`config.mk`:
```
export PLATFORM = sky130hd
export DESIGN_NAME = validate_delay_queue
export DESIGN_NICKNAME = d
export VERILOG_FILES = /design/src/rtl/vdq_pkg.sv /design/src/rtl/vdq_datapath.sv /design/src/rtl/vdq_ctrl.sv /design/src/rtl/validate_delay_queue.sv
export SDC_FILE = /design/constraint.sdc
export NUM_CORES = 1
export LEC_CHECK = 0
export BUFFER_PORTS_ARGS = -buffer_cell sky130_fd_sc_hd__buf_2
export CAP_MARGIN = 15
export CORE_UTILIZATION = 60
export CTS_CLUSTER_DIAMETER = 120
export DETAILED_ROUTE_END_ITERATION = 6
export PLACE_DENSITY_LB_ADDON = 0.05
export SYNTH_ARGS = -nofsm -noshare
export SYNTH_HDL_FRONTEND = slang
export SYNTH_SLANG_ARGS = --single-unit
```
`constraint.sdc`:
```
create_clock -name clk -period 11.66 [get_ports clk]
set_input_delay 1.749 -clock clk [delete_from_list [all_inputs] [get_ports clk]]
set_output_delay 1.749 -clock clk [all_outputs]
set_load 0.02 [all_outputs]
```
`src/rtl/vdq_pkg.sv`:
```
package vdq_pkg;

  // Strobes from the control to the entry storage
  typedef struct packed {
    logic push;   // write the slot at the write pointer
    logic pop;    // free the slot at the read pointer
  } vdqStrobe_t;

endpackage

```
`src/rtl/vdq_datapath.sv`:
```
module vdq_datapath #(
  parameter int LINE_W = 32,
  parameter int DEPTH  = 8,
  parameter int DELAY  = 27,
  parameter int PTR_W  = 3
) (
  input  logic                   clk,
  input  logic                   rstN,
  input  vdq_pkg::vdqStrobe_t    strobe,
  input  logic [PTR_W-1:0]       wrPtr,
  input  logic [PTR_W-1:0]       rdPtr,
  input  logic [LINE_W-1:0]      enqLine,
  input  logic                   storeValid,
  input  logic [LINE_W-1:0]      storeLine,
  output logic                   headOcc,
  output logic                   headLive,
  output logic                   headRipe,
  output logic                   headHit,
  output logic [LINE_W-1:0]      headLine
);

  // Stamp wide enough that an age reaches DELAY before wrapping
  localparam int STAMP_W = $clog2(DELAY + 1) + 1;
  localparam logic [STAMP_W-1:0] DELAY_T = STAMP_W'(DELAY);

  logic [STAMP_W-1:0] nowStamp;

  logic [DEPTH-1:0]  occV;
  logic [DEPTH-1:0]  liveV;
  logic [DEPTH-1:0]  ripeV;
  logic [DEPTH-1:0]  ageMetV;
  logic [DEPTH-1:0]  matchV;
  logic [LINE_W-1:0] lineArr [DEPTH];

  always_ff @(posedge clk or negedge rstN) begin
    if (!rstN) nowStamp <= '0;
    else       nowStamp <= nowStamp + STAMP_W'(1);
  end

  for (genvar i = 0; i < DEPTH; i++) begin : gSlot
    logic               occR;
    logic               liveR;
    logic               ripeR;
    logic [LINE_W-1:0]  lineR;
    logic [STAMP_W-1:0] stampR;
    logic [STAMP_W-1:0] age;
    logic               isWr;
    logic               isRd;

    assign isWr = strobe.push && (wrPtr == PTR_W'(i));
    assign isRd = strobe.pop  && (rdPtr == PTR_W'(i));
    assign age  = nowStamp - stampR;

    assign ageMetV[i] = occR && (age >= DELAY_T);
    assign matchV[i]  = occR && storeValid && (lineR == storeLine);
    assign occV[i]    = occR;
    assign liveV[i]   = liveR;
    assign ripeV[i]   = ripeR;
    assign lineArr[i] = lineR;

    // Slot state: a fresh write wins over a cancellation in the same edge
    always_ff @(posedge clk or negedge rstN) begin
      if (!rstN) begin
        occR  <= 1'b0;
        liveR <= 1'b0;
        ripeR <= 1'b0;
      end else if (isWr) begin
        occR  <= 1'b1;
        liveR <= 1'b1;
        ripeR <= 1'b0;
      end else begin
        if (isRd)       occR  <= 1'b0;
        if (matchV[i])  liveR <= 1'b0;
        if (ageMetV[i]) ripeR <= 1'b1;
      end
    end

    always_ff @(posedge clk) begin
      if (isWr) begin
        lineR  <= enqLine;
        stampR <= nowStamp;
      end
    end
  end

  // Head view for the control
  assign headOcc  = occV[rdPtr];
  assign headLive = liveV[rdPtr];
  assign headRipe = ripeV[rdPtr] | ageMetV[rdPtr];
  assign headHit  = matchV[rdPtr];
  assign headLine = lineArr[rdPtr];

endmodule

```
`src/rtl/vdq_ctrl.sv`:
```
module vdq_ctrl #(
  parameter int DEPTH  = 8,
  parameter int PTR_W  = 3,
  parameter int CNT_W  = 4,
  parameter int DROP_W = 16
) (
  input  logic                 clk,
  input  logic                 rstN,
  input  logic                 enqValid,
  input  logic                 outReady,
  input  logic                 headOcc,
  input  logic                 headLive,
  input  logic                 headRipe,
  input  logic                 headHit,
  output logic                 outValid,
  output vdq_pkg::vdqStrobe_t  strobe,
  output logic [PTR_W-1:0]     wrPtr,
  output logic [PTR_W-1:0]     rdPtr,
  output logic [CNT_W-1:0]     occCount,
  output logic [DROP_W-1:0]    dropCount
);

  localparam logic [CNT_W-1:0] FULL_CNT = CNT_W'(DEPTH);
  localparam logic [PTR_W-1:0] LAST_PTR = PTR_W'(DEPTH - 1);

  logic full;
  logic dropNow;

  function automatic logic [PTR_W-1:0] nextPtr(input logic [PTR_W-1:0] p);
    return (p == LAST_PTR) ? '0 : p + PTR_W'(1);
  endfunction

  assign full     = (occCount == FULL_CNT);
  assign dropNow  = enqValid && full;
  // A head hit by a store this cycle is withheld; it dies at the edge
  assign outValid = headOcc && headLive && headRipe && !headHit;

  always_comb begin
    strobe      = '0;
    strobe.push = enqValid && !full;
    strobe.pop  = headOcc && (!headLive || (outValid && outReady));
  end

  always_ff @(posedge clk or negedge rstN) begin
    if (!rstN) begin
      wrPtr     <= '0;
      rdPtr     <= '0;
      occCount  <= '0;
      dropCount <= '0;
    end else begin
      if (strobe.push) wrPtr <= nextPtr(wrPtr);
      if (strobe.pop)  rdPtr <= nextPtr(rdPtr);
      case ({strobe.push, strobe.pop})
        2'b10:   occCount <= occCount + CNT_W'(1);
        2'b01:   occCount <= occCount - CNT_W'(1);
        default: occCount <= occCount;
      endcase
      if (dropNow) dropCount <= dropCount + DROP_W'(1);
    end
  end

endmodule

```
`src/rtl/validate_delay_queue.sv`:
```
module validate_delay_queue #(
  parameter int LINE_W = 32,
  parameter int DEPTH  = 8,
  parameter int DELAY  = 27,
  parameter int DROP_W = 16
) (
  input  logic              clk,
  input  logic              rstN,
  input  logic              enqValid,
  input  logic [LINE_W-1:0] enqLine,
  input  logic              storeValid,
  input  logic [LINE_W-1:0] storeLine,
  output logic              outValid,
  output logic [LINE_W-1:0] outLine,
  input  logic              outReady,
  output logic [DROP_W-1:0] dropCount
);

  localparam int PTR_W = (DEPTH > 1) ? $clog2(DEPTH) : 1;
  localparam int CNT_W = $clog2(DEPTH + 1);

  vdq_pkg::vdqStrobe_t strobe;
  logic [PTR_W-1:0]    wrPtr;
  logic [PTR_W-1:0]    rdPtr;
  logic [CNT_W-1:0]    occCount;
  logic                headOcc;
  logic                headLive;
  logic                headRipe;
  logic                headHit;

  vdq_ctrl #(
    .DEPTH (DEPTH),
    .PTR_W (PTR_W),
    .CNT_W (CNT_W),
    .DROP_W(DROP_W)
  ) uCtrl (
    .clk      (clk),
    .rstN     (rstN),
    .enqValid (enqValid),
    .outReady (outReady),
    .headOcc  (headOcc),
    .headLive (headLive),
    .headRipe (headRipe),
    .headHit  (headHit),
    .outValid (outValid),
    .strobe   (strobe),
    .wrPtr    (wrPtr),
    .rdPtr    (rdPtr),
    .occCount (occCount),
    .dropCount(dropCount)
  );

  vdq_datapath #(
    .LINE_W(LINE_W),
    .DEPTH (DEPTH),
    .DELAY (DELAY),
    .PTR_W (PTR_W)
  ) uData (
    .clk       (clk),
    .rstN      (rstN),
    .strobe    (strobe),
    .wrPtr     (wrPtr),
    .rdPtr     (rdPtr),
    .enqLine   (enqLine),
    .storeValid(storeValid),
    .storeLine (storeLine),
    .headOcc   (headOcc),
    .headLive  (headLive),
    .headRipe  (headRipe),
    .headHit   (headHit),
    .headLine  (outLine)
  );

endmodule

```
==> results of run 1 <==
[layout make-up]
type / count / area (sq um) / area share [%]
multi-input cells: 904 / 7720 / 36.8
clock inverters: 23 / 198 / 0.941
inverters: 81 / 304 / 1.45
repair buffers: 133 / 706 / 3.36
flip-flops and latches: 360 / 10500 / 50.2
well taps: 396 / 495 / 2.36
diodes: 4 / 10.0 / 0.0476
clock buffers: 50 / 1040 / 4.94
[kinds of logic (layout without fill, tap and decap cells)]
| family | Yosys count | count (layout) |
|---|---|---|
| flip-flops | 360 | 360 |
| AND/OR/NAND/NOR | 330 | 330 |
| XOR/XNOR | 305 | 305 |
| buffers and inverters | 151 | 287 |
| AO/OA/AOI/OAI | 128 | 128 |
| multiplexers | 75 | 75 |
| adder cells (fa/ha/maj) | 66 | 66 |
| other | 0 | 4 |
[worst max-delay path: stages]
cell	delay (ns)
buf_2	0.17
xor2_1	0.22
nor4_1	0.64
nand4_1	0.18
nor4_1	0.44
mux2i_1	0.13
o21ai_0	0.16
nand3b_1	0.56
a211oi_1	0.16
buf_2	0.22
[state kept, by name, indices dropped and copies added, names as in the netlist]
register            count
uCtrl.rdPtr             3
uData.gSlot.ripeR       8
uData.gSlot.occR        8
uData.gSlot.liveR       8
uData.gSlot.lineR     256
uCtrl.wrPtr             3
uCtrl.occCount          4
uData.gSlot.stampR     48
uData.nowStamp          6
uCtrl.dropCount        16
[layout by cell type (no fill, tap or decap), types with 30 or more instances in the layout]
cell,Yosys,final
clkbuf_16,0,40
xor2_1,222,222
dfrtp_1,56,53
nand4_1,30,30
buf_2,40,117
ha_1,57,57
nor2_1,35,35
mux4_2,69,69
nand3_1,31,31
edfxtp_1,304,304
nand2_1,124,124
xnor2_1,83,83
inv_1,80,75
nor4_1,58,58
[path summary, 6_finish.rpt]
path                                     start  slack [ns]             endpoint  cells after the start
setup / recovery                 storeLine[16]        5.27             outValid                     10
hold / removal             uCtrl.dropCount[15]        0.46  uCtrl.dropCount[15]                      1
setup reg to reg             uData.nowStamp[0]        6.25    uCtrl.occCount[3]                     20
hold reg to reg            uCtrl.dropCount[15]        0.46  uCtrl.dropCount[15]                      1
max in group asynchronous                 rstN        9.72       uCtrl.rdPtr[1]                      2
min in group asynchronous                 rstN        1.37    uData.nowStamp[4]                      2
[stage by stage]
stage | setup slack [ns] | area [sq um]
final | 5.27 | 21000
after global placement | 5.41 | 19800
after floorplan | 6.32 | 18900
after CTS | 5.31 | 21000
after global routing | 4.99 | 21000
after detailed placement | 5.34 | 19800
[where the power goes]
group	leakage [nW]	switching (W)	internal, W
Clock	0.608	0.000505	0.000700
Combinational	4.03	0.000966	0.000610
Sequential	3.41	0.000180	0.00161
Total	8.04	0.00165	0.00292
[routing by layer]
metal | vias up | part of all wire [%]
met4 | 0 | 5.1
met5 | - | 0
li1 | 5405 | -
met3 | 134 | 8.7
met2 | 614 | 48
met1 | 6112 | 38
==> results.cfg, run 1 <==
[status]
status = completed

[synth]
syn_area_sq_um = 18900
synthAdderAreaFrac_pct = 4.73
synth_warnings = 0
syn_inst = 1415
synth-edff-count = 304
synth_common_cells = edfxtp_1, xor2_1, nand2_1
muxShareOfSynthArea_pct = 8.55
async_flop_share_pct = 15.6
synth_nets = 1550
synth_seq_cells = 360
synth.area.top_cells = edfxtp_1, xor2_1, mux4_2
synth-compound-area-share_pct = 4.82
synth_top_area_cell = edfxtp_1
ys_types = 61
synthFlopType = edfxtp_1
synthSimpleGateAreaFrac_pct = 8.62
syn-mean-instance-area_sq_um = 13.3
synth_top_area_share_pct = 48.3
synth_top_family_by_area = XOR/XNOR gates
seq_area_frac_synth_pct = 55.7
yosysMostFrequentCell = edfxtp_1
synth_xor_xnor_area_share_pct = 14.1

[route]
initialDrtViolationCount = 1278
ant_nets = 0
first_pass_iters = 7
routed_wl_mm = 51.2
drc = 0
vias_per_cell = 6.29
post_drt_wl_per_cell_um = 26.2
vias = 12300

[global_routing]
grt_util_met1_pct = 42.3
grt_most_used_layer = met2
grt_max_degree = 70
grtUsageMet3_pct = 7.03
antenna_found_initial = 3
grt.overflow.total = 0
met2_usage_pct = 52.9
first_global_vias = 12200
grt_pass1_wl_mm = 77.1
grt_usage_pct = 32.6

[setup_path]
crit_type = in -> out
cp.required_ns = 9.91
crit_fanout = 13
crit_arrival_ns = 4.64
start_kind = primary input
end_kind = output port

[run]
cap_violations = 0

[pwr]
p_total_w = 0.00458
peakVddDrop_v = 0.000162
p_leak_nw = 8.04
powerDensity_nw_per_um2 = 218

[cts]
cts_max_level = 2
postCtsHoldBufs = 0
cts_tree = built
post-cts-setup-buffer-count = 0
clock_sinks = 360
worstSkewPairLatency_ns = 0.54
cts_buffers = 40
ctsLongestPathBuffers = 3
cts_root_buffer = clkbuf_16
path_clk_slew_ns = 0.05
ctsResizeCount = 0

[timing]
tns_ns = 0
worst_slew_pin_slew_ns = 1.09
hold_viol_final = 0
slew_headroom_pct = 27.1
setup_viol = 0
slew_viol_final = 0
rsz0062_at_grt = false
final.period_utilization_pct = 54.8
min_period_ns = 6.39
max_freq_mhz = 156
timing.hold.ws_ns = 0.464
final.setup_skew_ns = 0.0197

[layout]
nets = 1655
fillers = 2208
postLayoutCoreUtil_pct = 68.3
areaGrowthSynthToFinish_pct = 11.2
final_layout_size_suffix_gt1_share_pct = 18.1
finalNonFillerCells = 1951

[placement]
placed_cells_incl_taps = 1874
io_buffers = 117
dp_hpwl_mm = 35.6
place.gp.congestion = 1.04

[floorplanning]
die_x_um = 179
core-area_sq_um = 30700
dieArea_sq_um = 32200
ios = 118
die_h_um = 179
fp-row-count = 64
initial_core_util_pct = 61.4

[hold_path]
hold_class = reg -> reg
(Power assumes the default switching activity.)
==> inputs of run 2 (changes only) <==
- clock period: 11.66 -> 5.95 ns (I/O delays scaled with it)
==> run 2 against run 1 <==
The flow now finishes with violations (design-rule violations). Highest routed layer unchanged. Routed wire length rose by 0.34%. Critical path depth is 3 higher. Critical path type is now reg -> out. Non-clock buffer count is 4 higher.
==> results.cfg, run 2 (synthesized netlist as in run 1, its figures left out) <==
[status]
status = finished with violations
violations = design-rule violations

[timing]
tns_ns = 0
setup_viol = 0
min_period_ns = 5.07
max_freq_mhz = 197
hold_viol_final = 0
rsz0062_at_grt = false
final.setup_skew_ns = 0.0294
worst_slew_pin_slew_ns = 1.07
slew_viol_final = 0
timing.hold.ws_ns = 0.462
final.period_utilization_pct = 85.2
slew_headroom_pct = 28.9

[global_routing]
grt.overflow.total = 0
first_global_vias = 12100
grt_pass1_wl_mm = 76.7
grt_usage_pct = 32.5
antenna_found_initial = 3
grt_max_degree = 57

[hold_path]
hold_class = reg -> reg

[route]
post_drt_wl_per_cell_um = 26.3
routed_wl_mm = 51.4
ant_nets = 0
initialDrtViolationCount = 1490
vias = 12200
first_pass_iters = 7
drc = 4
vias_per_cell = 6.26

[cts]
post-cts-setup-buffer-count = 0
postCtsHoldBufs = 0
clock_sinks = 360
ctsResizeCount = 0
cts_buffers = 39
cts_root_buffer = clkbuf_16
ctsLongestPathBuffers = 3
cts_tree = built
worstSkewPairLatency_ns = 0.55
cts_max_level = 2
path_clk_slew_ns = 0.06

[floorplanning]
ios = 118
fp-row-count = 64
core-area_sq_um = 30700
initial_core_util_pct = 61.4
dieArea_sq_um = 32200
die_h_um = 179
die_x_um = 179

[setup_path]
start_kind = flip-flop
crit_arrival_ns = 4.17
crit_type = reg -> out
crit_fanout = 13
end_kind = output port
cp.required_ns = 5.06

[placement]
io_buffers = 117
dpl_cell_area_sq_um = 19800
dp_hpwl_mm = 36.2
place.gp.congestion = 0.974

[pwr]
p_leak_nw = 8.07
peakVddDrop_v = 0.000342
powerDensity_nw_per_um2 = 426

[layout]
regMostFlops = uData.gSlot.lineR
fillers = 2261
final_layout_size_suffix_gt1_share_pct = 18.4
layout_common_cells = edfxtp_1, xor2_1, nand2_1
areaGrowthSynthToFinish_pct = 11.5
largest_register_ffs = 256
seq_area_sq_um = 10500
multiInputGateArea_sq_um = 7720
nets = 1658
fin_area_sq_um = 21100
largestRegisters = uData.gSlot.lineR (256), uData.gSlot.stampR (48), uCtrl.dropCount (16)
postLayoutCoreUtil_pct = 68.5
final_common_cell = edfxtp_1

[run]
cap_violations = 0
-- run 2: final timing paths --
kind                                     start                  end  slack [ns]  cells past startpoint
max                          uData.nowStamp[0]             outValid        0.88                     13
min                        uCtrl.dropCount[15]  uCtrl.dropCount[15]        0.46                      1
max reg2reg                  uData.nowStamp[0]    uCtrl.occCount[3]        0.96                     20
min reg2reg                uCtrl.dropCount[15]  uCtrl.dropCount[15]        0.46                      1
max in group asynchronous                 rstN       uCtrl.rdPtr[1]        4.86                      2
min in group asynchronous                 rstN    uData.nowStamp[4]        0.50                      2
-- run 2: routing by layer --
| metal | global-route usage (%) | up-vias | wire length, um |
|---|---|---|---|
| li1 | - | 5394 | - |
| met1 | 42.7 | 6153 | 20000 |
| met2 | 54.8 | 554 | 25200 |
| met3 | 5.15 | 114 | 4020 |
| met4 | 12.7 | 0 | 2150 |
| met5 | 0 | - | 0 |
-- run 2: critical path: stages, from the launching register on --
cell and delay (ns):
dfrtp_1 0.48, inv_1 0.29, ha_1 0.22, inv_1 0.06
fa_1 0.46, a21o_1 0.17, a21oi_1 0.17, xor2_1 0.18
nor4_1 0.08, nor4_1 0.41, a2bb2oi_2 0.11, o2111ai_2 0.57
a211oi_1 0.22, buf_2 0.22
-- run 2: power by group --
| part | switching (W) | internal [W] | total [W] | leakage (nW) |
|---|---|---|---|---|
| registers | 0.000410 | 0.00316 | 0.00357 | 3.41 |
| clock network | 0.000996 | 0.00136 | 0.00236 | 0.617 |
| logic | 0.00184 | 0.00120 | 0.00304 | 4.05 |
| total | 0.00325 | 0.00573 | 0.00897 | 8.07 |
-- run 2: layout make-up --
type	count	area share, %
Multi-Input combinational cell	904	36.7
Inverter	81	1.44
Sequential cell	360	50.1
Clock buffer	49	5.06
Tap cell	396	2.35
Timing Repair Buffer	137	3.49
Clock inverter	21	0.880
Antenna cell	3	0.0357
-- run 2: per-stage QoR --
stage,worst slack [ns],instances,total power (W)
5_1_grt,0.551,1948,0.00935
4_1_cts,0.843,1948,0.00899
2_1_floorplan,1.80,1415,0.00561
3_3_place_gp,1.02,1878,0.00659
3_5_place_dp,0.926,1878,0.00663
6_report,0.883,1951,0.00897
